File: src/rtl/crc2x_pkg.sv
package crc2x_pkg;

    localparam int CRC_W = 32;
    localparam int ORD_W = $clog2(CRC_W);

    typedef logic [CRC_W-1:0] crc_t;

    typedef struct packed {
        logic [ORD_W-1:0] top;   // order minus one
        crc_t             taps;  // feedback terms, already masked
        crc_t             mask;  // valid remainder bits
    } poly_t;

    typedef enum logic {
        FEED_IDLE  = 1'b0,
        FEED_SHIFT = 1'b1
    } feed_state_e;

    function automatic crc_t order_mask(input logic [ORD_W-1:0] top);
        logic [CRC_W:0] w;
        w = ((CRC_W+1)'(2) << top) - (CRC_W+1)'(1);
        return w[CRC_W-1:0];
    endfunction

    function automatic poly_t make_poly(input logic [ORD_W-1:0] top, input crc_t taps);
        poly_t p;
        p.top  = top;
        p.mask = order_mask(top);
        p.taps = (taps | crc_t'(1)) & p.mask;
        return p;
    endfunction

    // One data bit into the remainder, most significant first.
    function automatic crc_t fold_bit(input crc_t c, input logic din, input poly_t p);
        logic fb;
        crc_t n;
        fb = din ^ c[p.top];
        n  = (c << 1) & p.mask;
        if (fb) n = n ^ p.taps;
        return n;
    endfunction

endpackage

File: src/rtl/crc_bit_stage.sv
module crc_bit_stage
    import crc2x_pkg::*;
(
    input  crc_t  crc_in,
    input  logic  din,
    input  logic  en,
    input  poly_t poly,
    output crc_t  crc_out
);
    always_comb begin
        crc_out = en ? fold_bit(crc_in, din, poly) : crc_in;
    end
endmodule

File: src/rtl/crc_multi_step.sv
module crc_multi_step
    import crc2x_pkg::*;
#(
    parameter int STEPS = 2,
    parameter int CNT_W = 6
) (
    input  crc_t             crc_in,
    input  logic [STEPS-1:0] bits,   // bits[STEPS-1] is folded first
    input  logic [CNT_W-1:0] nbits,
    input  poly_t            poly,
    output crc_t             crc_out
);
    crc_t chain [STEPS+1];

    assign chain[0] = crc_in;

    for (genvar k = 0; k < STEPS; k++) begin : g_stage
        logic en_k;
        assign en_k = (nbits > CNT_W'(k));
        crc_bit_stage u_stage (
            .crc_in (chain[k]),
            .din    (bits[STEPS-1-k]),
            .en     (en_k),
            .poly   (poly),
            .crc_out(chain[k+1])
        );
    end

    assign crc_out = chain[STEPS];
endmodule

File: src/rtl/crc_word_feeder.sv
module crc_word_feeder
    import crc2x_pkg::*;
#(
    parameter int DAT_W = 32,
    parameter int STEPS = 2,
    parameter int FLD_W = $clog2(DAT_W),
    parameter int CNT_W = $clog2(DAT_W) + 1
) (
    input  logic             clk,
    input  logic             rst,
    input  logic             go,
    input  logic [FLD_W-1:0] width_m1,
    input  logic             wd_valid,
    input  logic [DAT_W-1:0] wd_data,
    output logic             wd_ready,
    output logic             active,
    output logic [STEPS-1:0] bits,
    output logic [CNT_W-1:0] nbits
);
    localparam logic [FLD_W-1:0] TOP_IDX = FLD_W'(DAT_W - 1);
    localparam logic [CNT_W-1:0] STEP_N  = CNT_W'(STEPS);

    feed_state_e      state_q;
    logic [DAT_W-1:0] buf_q;
    logic [CNT_W-1:0] left_q;
    logic             last_step;
    logic             pop;

    assign active    = (state_q == FEED_SHIFT);
    assign last_step = active && (left_q <= STEP_N);
    assign wd_ready  = go && (!active || last_step);
    assign pop       = wd_ready && wd_valid;
    assign nbits     = !active ? '0 : ((left_q >= STEP_N) ? STEP_N : left_q);
    assign bits      = buf_q[DAT_W-1 -: STEPS];

    always_ff @(posedge clk) begin
        if (rst) begin
            state_q <= FEED_IDLE;
            buf_q   <= '0;
            left_q  <= '0;
        end else if (pop) begin
            state_q <= FEED_SHIFT;
            buf_q   <= wd_data << (TOP_IDX - width_m1);
            left_q  <= CNT_W'(width_m1) + CNT_W'(1);
        end else if (active) begin
            buf_q  <= buf_q << STEPS;
            left_q <= left_q - nbits;
            if (last_step) state_q <= FEED_IDLE;
        end
    end
endmodule

File: src/rtl/crc2x_engine.sv
module crc2x_engine
    import crc2x_pkg::*;
#(
    parameter int DAT_W = 32,
    parameter int STEPS = 2,
    parameter int FLD_W = $clog2(DAT_W)
) (
    input  logic             clk,
    input  logic             rst,
    input  logic [ORD_W-1:0] cfg_order_m1,
    input  logic [CRC_W-1:0] cfg_taps,
    input  logic [FLD_W-1:0] cfg_width_m1,
    input  logic             go,
    input  logic             init_stb,
    input  logic [CRC_W-1:0] seed,
    input  logic             wd_valid,
    input  logic [DAT_W-1:0] wd_data,
    output logic             wd_ready,
    output logic [CRC_W-1:0] crc_out,
    output logic             busy
);
    localparam int CNT_W = $clog2(DAT_W) + 1;

    poly_t            poly;
    crc_t             crc_q;
    crc_t             crc_nxt;
    logic             active;
    logic [STEPS-1:0] bits;
    logic [CNT_W-1:0] nbits;

    assign poly = make_poly(cfg_order_m1, cfg_taps);

    crc_word_feeder #(
        .DAT_W(DAT_W),
        .STEPS(STEPS),
        .FLD_W(FLD_W),
        .CNT_W(CNT_W)
    ) u_feed (
        .clk     (clk),
        .rst     (rst),
        .go      (go),
        .width_m1(cfg_width_m1),
        .wd_valid(wd_valid),
        .wd_data (wd_data),
        .wd_ready(wd_ready),
        .active  (active),
        .bits    (bits),
        .nbits   (nbits)
    );

    crc_multi_step #(
        .STEPS(STEPS),
        .CNT_W(CNT_W)
    ) u_step (
        .crc_in (crc_q),
        .bits   (bits),
        .nbits  (nbits),
        .poly   (poly),
        .crc_out(crc_nxt)
    );

    always_ff @(posedge clk) begin
        if (rst) begin
            crc_q <= '0;
        end else if (active) begin
            crc_q <= crc_nxt;
        end else if (init_stb) begin
            crc_q <= seed & poly.mask;
        end
    end

    assign crc_out = crc_q;
    assign busy    = active;
endmodule

File: config.mk
export PLATFORM = sky130hd
export DESIGN_NAME = crc2x_engine
export DESIGN_NICKNAME = d
export VERILOG_FILES = /design/src/rtl/crc2x_pkg.sv /design/src/rtl/crc_bit_stage.sv /design/src/rtl/crc_multi_step.sv /design/src/rtl/crc_word_feeder.sv /design/src/rtl/crc2x_engine.sv
export SDC_FILE = /design/constraint.sdc
export NUM_CORES = 1
export LEC_CHECK = 0
export BUFFER_PORTS_ARGS = -buffer_cell sky130_fd_sc_hd__buf_4
export CAP_MARGIN = 20
export CORE_UTILIZATION = 25
export DETAILED_ROUTE_END_ITERATION = 16
export GPL_TIMING_DRIVEN = 0
export SYNTH_ARGS = -nofsm -noshare
export SYNTH_HDL_FRONTEND = slang
export SYNTH_SLANG_ARGS = --single-unit
File: constraint.sdc
create_clock -name clk -period 4 [get_ports clk]
set_input_delay 0 -clock clk [delete_from_list [all_inputs] [get_ports clk]]
set_output_delay 0 -clock clk [all_outputs]
set_load 0.005 [all_outputs]
==> flow_summary.yaml <==
global_routing:
  grt_first_pass_wirelength_mm: 71.4
  grt.overflow.total: 0
  grt_antenna_before_repair: 1
  grt_pass1_vias: 11169
  grt_util_all_layers: 0.264
  grt.met1_usage: 0.326
  grt.met3_usage: 0.0564
  grtUsageMet2: 0.424
  largest_net_degree_at_the_start_of_global_routing: 16
  busiest_layer: "met2"
detailed_routing:
  drtAntennaViolNets: 0
  routed-via-count: 11734
  detailedRoute.firstIterationViolations: 1438
  vias_per_cell: 6.13
  wl_per_cell_um: 25.8
  dr.pass1.iters: 6
  drcViolationCount: 0
  detail_route.wirelength_mm: 49.5
worst_setup_path:
  timing.critical_path.slowest_cell_delay_ns: 0.63
  critical_path.endpoint_type: "flip-flop"
  reg2reg_from: "u_feed.left_q[2]"
  setup.worst_path.start: "u_feed.left_q[2]"
  cp_max_fanout: 10
  critical_path_depth: 16
  crit_path_category: "flip-flop to flip-flop"
  r2r-end: "crc_out[2]"
  cp_data_required_time_ns: 4.30
  worstPathCellList: "or4_1, nor2_4, a21oi_4, clkbuf_2, clkbuf_2, nand3_1, a21o_1, nand3_1, o22ai_1, o21a_4, and2_1, buf_6, buf_12, nor2_1, o311ai_1, a32o_2"
  path_delay_family: "simple AND/OR/NAND/NOR gates"
  critPathLaunchType: "flip-flop"
  r2r_setup_slk_ns: -0.13
  critical_path_buf_inv_count: 4
  worst-r2r-cell-count: 16
  arrival_ns: 4.43
  critical-path-slowest-cell: "sky130_fd_sc_hd__or4_1"
  setup.worst_path.end: "crc_out[2]"
cts:
  cts_htree_levels: 3
  tritoncts_clock_tree: "yes"
  tritoncts.num_buffers: 9
  clockBufferDepth: 2
  worst_setup_hold_path_clk_slew_ns: 0.08
  root_buffer: "sky130_fd_sc_hd__clkbuf_16"
  cts.sink_count: 71
  clkLatencyLatePin_ns: 0.36
sta:
  timing.final.crit_share: 1.03
  timing.final.hold_violations: 0
  post-route-worst-setup-slack_ns: -0.129
  setup_viol: 27
  drv_slew: 0
  hold_ws_ns: 0.0143
  grt_setup_unrepaired: "yes"
  fmax_mhz: 242
  clock_skews_ns: 0.0142
  max_slew_margin: 0.274
  worst_pin_slew_ns: 1.09
  finalWorstPathRequiredPeriod_ns: 4.13
place:
  place.port_buffers: 137
  place.detailed.hpwl_mm: 36.1
  placement.setup.worst_slack_ns: -1.73
  gp_congestion: 1.06
power_and_ir_drop:
  report.power.total_uw: 3590
  power_density_mw_per_mm2: 294
  ir_worst_vdd_v: 0.000191
  power.leakage_uw: 0.00464
yosys:
  syn_inst: 1236
  synth_enable_flop_cells: 0
  post_synth_most_frequent_cells: "sky130_fd_sc_hd__nand2_1 (139), sky130_fd_sc_hd__nor2_1 (113), sky130_fd_sc_hd__a21oi_1 (86)"
  post_synth_main_area_contributors: "sky130_fd_sc_hd__dfxtp_1 (16%), sky130_fd_sc_hd__mux2i_1 (8.3%), sky130_fd_sc_hd__nand2_1 (5.9%), sky130_fd_sc_hd__a21oi_1 (4.9%), sky130_fd_sc_hd__nor2_1 (4.8%)"
  yosys_register_bits: 71
  synth_flop_cell: "sky130_fd_sc_hd__dfxtp_1"
  synth.yosys.warnings: 0
  netlist_area_mm2: 0.00885
  synth_top_area_share: 0.161
  post-synth-top-area-cell: "sky130_fd_sc_hd__dfxtp_1"
  synth.avg_cell_area_um2: 7.16
  synth_seq_area_share: 0.161
  synth.most_common_cell: "sky130_fd_sc_hd__nand2_1"
  synth.lib_cells_used.distinct: 89
  postSynth.asyncResetShare: 0
die:
  core_area_mm2: 0.0347
  boundaryPins: 145
  die-width_um: 190
  chipHeight_um: 190
  initial_utilization: 0.255
  dieArea_mm2: 0.0362
  placement_rows: 68
cells_and_area:
  finish.net_count: 1574
  utilization_after_layout: 0.351
  area.growth.synth_to_final_pct: 37.7
  drive_above_1_share: 0.286
  n_antenna_cell: 0
worst_hold_path:
  hp-class: "input pin to flip-flop"
job:
  drv_cap: 0
run_status:
  failed_checks: "negative setup slack"
  outcome: "finished, violations left"
==> worst min-delay path by stage <==
stage | startpoint | endpoint | slack (ns) | depth (start not counted)
after floorplan | go | wd_ready | 0.13 | 1
after global placement | cfg_taps[16] | crc_out[16] | 0.29 | 3
after detailed placement | cfg_taps[16] | crc_out[16] | 0.31 | 3
after CTS | cfg_taps[18] | crc_out[18] | 0.002 | 3
after global routing | cfg_taps[18] | crc_out[18] | 0.03 | 3
final | seed[0] | crc_out[0] | 0.01 | 3
==> cells in the final DEF, fill, tap and decap left out, drive strengths merged, types with 23 or more instances in the layout <==
cell type  instances
a211oi            37
a21oi             86
buf              243
clkbuf            78
dfxtp             71
inv               23
mux2i             74
nand2            139
nand2b            29
nand3             74
nor2             113
o211ai            33
o21ai             59
==> report_power, final <==
group          internal [uW]  switching, uW
Combinational            785           1100
Sequential               767           87.2
Clock                    434            408
==> what timing repair did <==
| action | CTS | global route |
|---|---|---|
| pin swaps | 21 | 64 |
| hold buffers | 5 | 0 |
| gates cloned | 2 | 2 |
| gates resized for setup | 125 | 100 |
| endpoints found under the hold margin | 5 | 0 |
| buffers inserted | 33 | 27 |
| endpoints found under the setup margin | 68 | 32 |
==> stage by stage <==
stage	instances	TNS, ns	cell area (um2)
floorplan	1238	0	8860
global placement	1830	-70.47	10500
detailed placement	1831	-57.10	10500
CTS	1886	0	11500
global route	1915	-3.55	12200
finish	1915	-1.63	12200
==> cell type report <==
type,instances,area (um2)
fillers,3737,22500
multi-input cells,1036,7480
repair buffers,208,1660
flip-flops and latches,71,1480
plain buffers,109,641
well taps,455,569
clock buffers,9,225
inverters,20,76.3
clock inverters,7,61.3
==> registers in the layout, indices dropped and copies added (netlist names) <==
register / cells
u_feed.buf_q: 32
u_feed.left_q: 6
u_feed.active: 1
crc_out: 32
==> tightest hold or removal path, stage by stage <==
cell,delay [ns]
sky130_fd_sc_hd__buf_4,0.12
sky130_fd_sc_hd__mux2i_1,0.13
sky130_fd_sc_hd__a211oi_1,0.08
==> kinds of logic after synthesis <==
kind of cell / after synthesis / synth area share
AND/OR/NAND/NOR: 500 / 0.283
XOR/XNOR: 27 / 0.0305
other: 1 / 0.000424
buffers and inverters: 131 / 0.0646
AO/OA/AOI/OAI: 401 / 0.323
adder cells (fa/ha/maj): 8 / 0.0122
multiplexers: 97 / 0.126
flip-flops: 71 / 0.161
==> routing by layer <==
| layer | wire length [um] | share of wire |
|---|---|---|
| met2 | 21900 | 0.44 |
| met3 | 5800 | 0.12 |
| met5 | 13 | 0.00026 |
| met4 | 3060 | 0.062 |
| met1 | 18800 | 0.38 |
(Power assumes the default switching activity.)
